**config.mk**
```make
export PLATFORM = sky130hd
export DESIGN_NAME = nowait_sram
export DESIGN_NICKNAME = d
export VERILOG_FILES = /design/src/rtl/nowait_sram.sv
export SDC_FILE = /design/constraint.sdc
export NUM_CORES = 2
export LEC_CHECK = 0
export BUFFER_PORTS_ARGS = -buffer_cell sky130_fd_sc_hd__buf_2
export CORE_MARGIN = 1
export CORE_UTILIZATION = 30
export DETAILED_ROUTE_END_ITERATION = 8
export PLACE_DENSITY = 0.53
export SYNTH_ARGS = -nofsm -noshare
export SYNTH_HDL_FRONTEND = slang
export SYNTH_MEMORY_MAX_BITS = 65536
export SYNTH_SLANG_ARGS = --single-unit
```
**constraint.sdc**
```tcl
create_clock -name clk -period 4.46 [get_ports clk]
set_clock_uncertainty 0.1 [all_clocks]
set_input_delay 0.446 -clock clk [delete_from_list [all_inputs] [get_ports clk]]
set_output_delay 0.446 -clock clk [all_outputs]
set_load 0.03 [all_outputs]
```
**src/rtl/nowait_sram.sv**
```systemverilog
`timescale 1ns/1ps
module nowait_sram #(
  parameter int ADDR_W = 8,
  parameter int LANES  = 2,
  parameter int LANE_W = 9,
  localparam int DATA_W = LANES * LANE_W,
  localparam int DEPTH  = 2 ** ADDR_W
) (
  input  logic              clk,
  input  logic              rst_n,
  input  logic              clock_en_n,
  input  logic              sel1_n,
  input  logic              sel2,
  input  logic              sel3_n,
  input  logic              wr_n,
  input  logic              adv_ld,
  input  logic [LANES-1:0]  lane_wr_n,
  input  logic [ADDR_W-1:0] addr,
  input  logic              pipe_mode,
  input  logic              burst_ilv,
  input  logic              oe_n,
  input  logic [DATA_W-1:0] dq_in,
  output logic [DATA_W-1:0] dq_out,
  output logic              dq_drive
);

  typedef enum logic [1:0] {OP_IDLE, OP_RD, OP_WR} op_e;

  logic [DATA_W-1:0] mem [DEPTH];

  op_e               burst_op, next_op;
  logic [ADDR_W-1:0] base, cur_addr;
  logic [1:0]        step, next_step, low_seed, low_bits;

  logic              c1_rd, c1_wr, c2_wr, out_rd;
  logic [ADDR_W-1:0] c1_addr, c2_addr;
  logic [LANES-1:0]  c1_be, c2_be;
  logic [DATA_W-1:0] out_q, rd_word, fwd_word;

  wire take   = !clock_en_n;
  wire chosen = !sel1_n && sel2 && !sel3_n;
  wire load   = !adv_ld;

  assign next_step = load ? 2'd0 : step + 2'd1;
  assign low_seed  = load ? addr[1:0] : base[1:0];
  assign low_bits  = burst_ilv ? (low_seed ^ next_step) : (low_seed + next_step);
  assign cur_addr  = {load ? addr[ADDR_W-1:2] : base[ADDR_W-1:2], low_bits};

  always_comb begin
    if (!load)       next_op = burst_op;
    else if (!chosen) next_op = OP_IDLE;
    else if (wr_n)    next_op = OP_RD;
    else              next_op = OP_WR;
  end

  always_ff @(posedge clk or negedge rst_n) begin
    if (!rst_n) begin
      burst_op <= OP_IDLE;
      step     <= 2'd0;
      base     <= '0;
      c1_rd    <= 1'b0;
      c1_wr    <= 1'b0;
      c1_addr  <= '0;
      c1_be    <= '0;
      c2_wr    <= 1'b0;
      c2_addr  <= '0;
      c2_be    <= '0;
      out_rd   <= 1'b0;
      out_q    <= '0;
    end else if (take) begin
      burst_op <= next_op;
      step     <= next_step;
      if (load) base <= addr;
      c1_rd    <= (next_op == OP_RD);
      c1_wr    <= (next_op == OP_WR);
      c1_addr  <= cur_addr;
      c1_be    <= ~lane_wr_n;
      c2_wr    <= c1_wr && pipe_mode;
      c2_addr  <= c1_addr;
      c2_be    <= c1_be;
      out_rd   <= c1_rd;
      out_q    <= fwd_word;
    end
  end

  wire                wr_fire = pipe_mode ? c2_wr   : c1_wr;
  wire [ADDR_W-1:0]   wr_addr = pipe_mode ? c2_addr : c1_addr;
  wire [LANES-1:0]    wr_lane = pipe_mode ? c2_be   : c1_be;

  always_ff @(posedge clk) begin
    if (take && wr_fire) begin
      for (int l = 0; l < LANES; l++)
        if (wr_lane[l]) mem[wr_addr][l*LANE_W +: LANE_W] <= dq_in[l*LANE_W +: LANE_W];
    end
  end

  assign rd_word = mem[c1_addr];

  for (genvar g = 0; g < LANES; g++) begin : g_fwd
    wire hit = pipe_mode && c2_wr && c2_be[g] && (c2_addr == c1_addr);
    assign fwd_word[g*LANE_W +: LANE_W] = hit ? dq_in[g*LANE_W +: LANE_W]
                                              : rd_word[g*LANE_W +: LANE_W];
  end

  assign dq_drive = !oe_n && (pipe_mode ? out_rd : c1_rd);
  assign dq_out   = dq_drive ? (pipe_mode ? out_q : rd_word) : '0;


  desel_quiet_chk: assert property (@(posedge clk) disable iff (!rst_n)
    (!clock_en_n && !adv_ld && !(!sel1_n && sel2 && !sel3_n)) |=> (!c1_rd && !c1_wr));


  burst_step_chk: assert property (@(posedge clk) disable iff (!rst_n)
    (!clock_en_n && adv_ld) |=> (step == $past(step) + 2'd1));


  stall_hold_chk: assert property (@(posedge clk) disable iff (!rst_n)
    clock_en_n |=> ($stable(out_rd) && $stable(out_q) && $stable(c1_rd) &&
                    $stable(c1_wr) && $stable(c2_wr) && $stable(step)));


  oe_off_chk: assert property (@(posedge clk) disable iff (!rst_n)
    oe_n |-> !dq_drive);


  wr_phase_off_chk: assert property (@(posedge clk) disable iff (!rst_n)
    (pipe_mode ? c2_wr : c1_wr) |-> !dq_drive);


  always @(posedge clk) begin
    if (rst_n === 1'b0) begin
      reset_quiet_chk: assert (!dq_drive);
    end
  end

endmodule

```
# After elaboration in Yosys (flattened, before gate mapping)
# Memories as Yosys holds them, arrays and structs flattened.
# Index checks and enable logic that the tools add are counted.
word_totals:
  reg_bits: 54
  latch_bits: 0
  ramBits: 4608
  rom_bits: 0
  input_bits: 39
  out_inout_bits: 19
  wordCells: 58
  n_memories: 1
mem_list:
  columns: ["memory", "depth", "word_bits", "rd", "rd_ports_with_merged_regs", "wr", "line", "text"]
  rows:
  - ["mem", 256, 18, 1, 0, 1, "29", "logic [DATA_W-1:0] mem [DEPTH];"]
op_classes:
  addsub: 2
  mul: 0
  div: 0
  magnitude_cmp: 0
  eq_ne: 3
  shifts: 0
  n_mux: 21
  bitwise: 4
  n_reduce_logical: 15
op_table:
  columns: ["op", "n"]
  rows:
  - ["2-to-1 mux 18 bit", 2]
  - ["2-to-1 mux 9 bit", 2]
  - ["2-to-1 mux 2 bit", 7]
  - ["logical AND 1 bit", 10]
  - ["equality test 8 bit", 1]
  - ["2-to-1 mux 1 bit", 8]
  - ["2-to-1 mux 8 bit", 1]
  - ["2-to-1 mux 6 bit", 1]
  - ["zero test 1 bit", 4]
  - ["adder 2 x 1 -> 2 bit, second input constant", 1]
  - ["adder 2 bit", 1]
  - ["equality test 2 x 1 -> 1 bit, second input constant", 1]
  - ["equality test 2 bit, second input constant", 1]
  - ["NOT 1 bit", 2]
  - ["NOT 2 bit", 1]
  - ["AND reduction 2 bit", 1]
  - ["bitwise XOR 2 bit", 1]

# Logic depth before layout (Yosys ltp)
depth:
  ltp_word: 6
  depth_mapped: 13
  mapped_depth_nobuf: 7

# Worst setup path after synthesis
# No wires, ideal clock.
synth_path:
  path_kind: "flip-flop to output port"
  startpoint: "reg c1_addr[0]"
  endpoint: "out dq_out[8]"
  arrival_ns: 2.849
  required_time_ns: 3.914
  slack_ns: 1.065
  path_stages_with_launch: 11
  path_buffers: 3
  path_cell_list: "dfrtp_1 buf_6 buf_12 buf_6 nor2b_2 a22oi_1 a21oi_1 or4_1 nor4_1 nor3_1 o31ai_1"
synth_via:
  elab_chain_len: 3
synth_rtl:
  columns: ["item", "line", "text"]
  rows:
  - ["start, declared", "36", "logic [ADDR_W-1:0] c1_addr, c2_addr;"]
  - ["start signal, assigned", "76", "c1_addr <= cur_addr;"]
  - ["memory read (256 x 18 bit)", null, null]
  - ["2-to-1 mux 18 bit (2 in series)", "106", "assign dq_out = dq_drive ? (pipe_mode ? out_q : rd_word) : '0;"]
  - ["end, declared", "23", "output logic [DATA_W-1:0] dq_out,"]
# No other way between the ends.

# Final worst setup path
layout_path:
  startpoint: "reg c1_addr[0]"
  endpoint: "out dq_out[0]"
# The elaborated chain is that of the path after synthesis.

==> results.json <==
{
  "run_status": "complete, but fails checks",
  "violations_in_the_final_reports": "negative setup slack",
  "setup_violations": 18,
  "power_density_over_the_cells_nw_per_um2": 495.9,
  "synth_enable_flop_cells": 4608,
  "avgRoutedWirePerCell_um": 30.95,
  "finalSetupTns_ps": -10270,
  "synth_area_per_cell_um2": 20.93,
  "cts_inserted_buffers": 470,
  "top_flip_flop_cell_by_instance_count_after_synthesis": "edfxtp_1",
  "wl_met3_um": 51490,
  "routed_wl_um": 574900,
  "synth.distinct_cells": 81,
  "cts_sinks": 4662,
  "die_area_um2": 607900,
  "yosysWarningCount": 0,
  "placed_cells": 17470,
  "number_of_global_route_vias_before_repair": 97490,
  "cp_data_required_time_ps": 3910,
  "max_slew_margin": 0.2126,
  "hold_path.class": "in -> reg",
  "topRoutingLayerUsed": "met5",
  "port_buffers": 57,
  "path_max_fanout": 8,
  "synth_fp_nets": 8710,
  "setup.worst_path.end_class": "primary output",
  "io_pins": 58,
  "floorplan.initialDensity": 0.3012,
  "most-common-layout-cells": "edfxtp_1 (4,608), buf_4 (1,164), mux4_2 (935)",
  "critPathSlowestCell": "dfrtp_4",
  "detail_route.iter0.violations": 11900,
  "irDropWorstVdd_mv": 0.3609,
  "areaGrowthSynthToFinish_pct": 21.70,
  "die_height_um": 779.7,
  "synth_area_um2": 181400,
  "dieWidth_um": 779.7,
  "static-leakage-power_nw": 70.49,
  "share_of_layout_cells_above_drive_strength_1": 0.3343,
  "asyncSetResetFlopFracSynth": 0.01158,
  "antenna_found_initial": 43,
  "hpwlAfterDp_um": 373200,
  "netlist_instances": 8670,
  "synth-seq-area-share": 0.7701,
  "max-cap-violations": 0,
  "post-layout-total-power_w": 0.1095,
  "route.detailed.vias_per_inst": 5.241,
  "whs_ps": 5.075,
  "final_period_minus_worst_setup_slack_ps": 5207,
  "achievable-frequency_mhz": 192.0,
  "layout.cells.non_filler": 18580,
  "place_congestion": 0.8650,
  "rsz0062_at_grt": "true",
  "fp-row-count": 285,
  "layout_setup_ws_ps": -747.3,
  "critPathArrivalTime_ps": 4660,
  "cts_buffer_depth": 4,
  "count_of_unresolved_drc_violations_after_routing": 0,
  "min_period_over_period": 1.168,
  "setup.worst_path.class": "reg -> out",
  "tritoncts": "done",
  "start_kind": "flop",
  "most_common_library_cell_in_the_layout_ignoring_fill_and_taps": "edfxtp_1",
  "slew_at_the_pin_closest_to_its_max_slew_limit_ps": 1181,
  "met2_wirelength_um": 268100,
  "first_pass_iters": 6,
  "detailroute.via_count": 97350,
  "critical_path.most_common_cell": "buf_4",
  "cts_htree_levels": 5,
  "place_area_um2": 199700,
  "slew_viol_final": 0,
  "cts.root.buffer_cell": "clkbuf_16",
  "path_cells": "buf_12 > buf_12 > buf_16 > buf_4 > mux4_2 > mux2_4 > o22ai_1 > a31oi_2 > buf_4 > a32oi_2 > buf_6 > or3_4 > o21ai_2 > buf_4 > buf_4",
  "grtUsageTotal": 0.1834,
  "met1_wirelength_um": 232000,
  "first_pass_grt_wire_length_um": 789600,
  "grt_start_max_net_pins": 137,
  "nets": 10160,
  "grt_overflow": 0,
  "clkTransAtPathRegs_ps": 60,
  "skew_pair_late_insertion_delay_ps": 1080,
  "finalInstanceArea_um2": 220800,
  "yosys_register_bits": 4662,
  "core_region_area_um2": 602300,
  "final_hold_viol_count": 0,
  "post_route_antenna_net_violation_count": 0,
  "worst_path_largest_cell_delay_ps": 500
}
[registers in the layout, indices dropped and copies added, names as in the netlist]
name	flops
step	2
mem	4608
c2_wr	1
c1_wr	1
base	8
c1_addr	8
burst_op	2
c1_be	2
c2_addr	8
c2_be	2
c1_rd	1
out_rd	1
out_q	18
[worst paths after layout]
check                           startpoint          end  slack [ps]  depth (start not counted)
worst max-delay path            c1_addr[0]    dq_out[0]        -750                         15
worst min-delay path              dq_in[0]  mem[248][0]           5                          1
worst max register to register  c1_addr[5]  mem[97][12]         260                          8
worst min register to register    out_q[8]     out_q[8]         410                          2
max in group asynchronous            rst_n   c1_addr[4]        3200                          4
min in group asynchronous            rst_n     out_q[3]         500                          4
[critical path, delay by kind of cell, from the launching register on]
family	cells	cell delay (ps)
multiplexers	2	540
flip-flops	1	500
AND/OR/NAND/NOR	1	400
AO/OA/AOI/OAI	4	760
buffers and inverters	8	1320
[cell usage after synthesis, drive strengths merged, types with 7 or more instances]
master | count | area, um^2
o21ai | 89 | 445.4
nand4b | 11 | 96.34
a32oi | 8 | 70.07
inv | 12 | 45.04
mux2 | 56 | 630.6
o22a | 18 | 157.7
xnor2 | 11 | 96.34
o31ai | 9 | 67.56
a22oi | 139 | 1044
a221oi | 33 | 307.8
clkbuf | 187 | 704.4
buf | 351 | 2781
mux4 | 987 | 22450
nand2b | 34 | 215.2
nor3 | 64 | 320.3
or3 | 8 | 50.05
nor4 | 41 | 256.5
nor2 | 588 | 2215
nor2b | 33 | 209.0
a211oi | 38 | 285.3
o22ai | 288 | 1802
a21oi | 72 | 360.4
dfrtp | 54 | 1351
or2 | 8 | 50.05
a31oi | 37 | 231.5
nand2 | 225 | 844.6
o311ai | 9 | 86.34
a31o | 15 | 131.4
edfxtp | 4608 | 138400
nand4 | 13 | 81.33
a2111oi | 12 | 117.6
o211ai | 21 | 167.7
a22o | 14 | 122.6
nand3 | 51 | 255.2
or3b | 7 | 61.31
and3 | 17 | 106.4
o221ai | 28 | 245.2
a32o | 10 | 100.1
mux2i | 380 | 3804
a311oi | 11 | 96.34
and2 | 21 | 131.4
[kinds of logic (layout without fill, tap and decap cells)]
| logic type | Yosys count | count (layout) | synth area share |
|---|---|---|---|
| other | 0 | 21 | 0 |
| and+or+nand+nor | 1147 | 1147 | 0.02823 |
| adders and majority gates | 1 | 1 | 0.00006895 |
| DFF | 4662 | 4662 | 0.7701 |
| muxes | 1423 | 1423 | 0.1482 |
| AOI/OAI and AO/OA | 875 | 875 | 0.03339 |
| xor gates and xnor gates | 11 | 11 | 0.0005310 |
| buffers and inverters | 551 | 2399 | 0.01948 |
[layer usage]
metal | GRT usage | vias to the layer above
met5 | 0 | -
met4 | 0.06208 | 18
met3 | 0.03696 | 958
met2 | 0.2938 | 4711
met1 | 0.2500 | 52410
li1 | - | 39260
[timing repair]
action,in CTS,in global routing
gates resized for setup,463,183
hold buffers,40,0
cloned,23,10
pin swaps,79,66
endpoints found under the setup margin,18,18
hold endpoints to repair,993,0
setup buffers,96,61
[report_power, final]
part,internal [W],switching [W]
logic,0.00939,0.0123
registers,0.0482,0.000123
clock network,0.0223,0.0171
[layout make-up]
cell class / count / area (um^2)
antenna: 21 / 52.55
clock buffer: 572 / 12170
clock inverter: 298 / 3188
fill: 54860 / 381500
inverter: 13 / 61.31
multi-input combinational: 3457 / 40590
sequential: 4662 / 139700
tap: 8036 / 10050
timing repair buffer: 1516 / 14940
[per-stage QoR]
step / setup slack [ps] / util
2_1_floorplan: 1065 / -
3_3_place_gp: -885.1 / 0.3316
3_5_place_dp: -818.3 / 0.3316
4_1_cts: -744.9 / 0.3641
5_1_grt: -761.8 / 0.3665
6_report: -747.3 / 0.3666
Power figures use the tool's default switching activity.
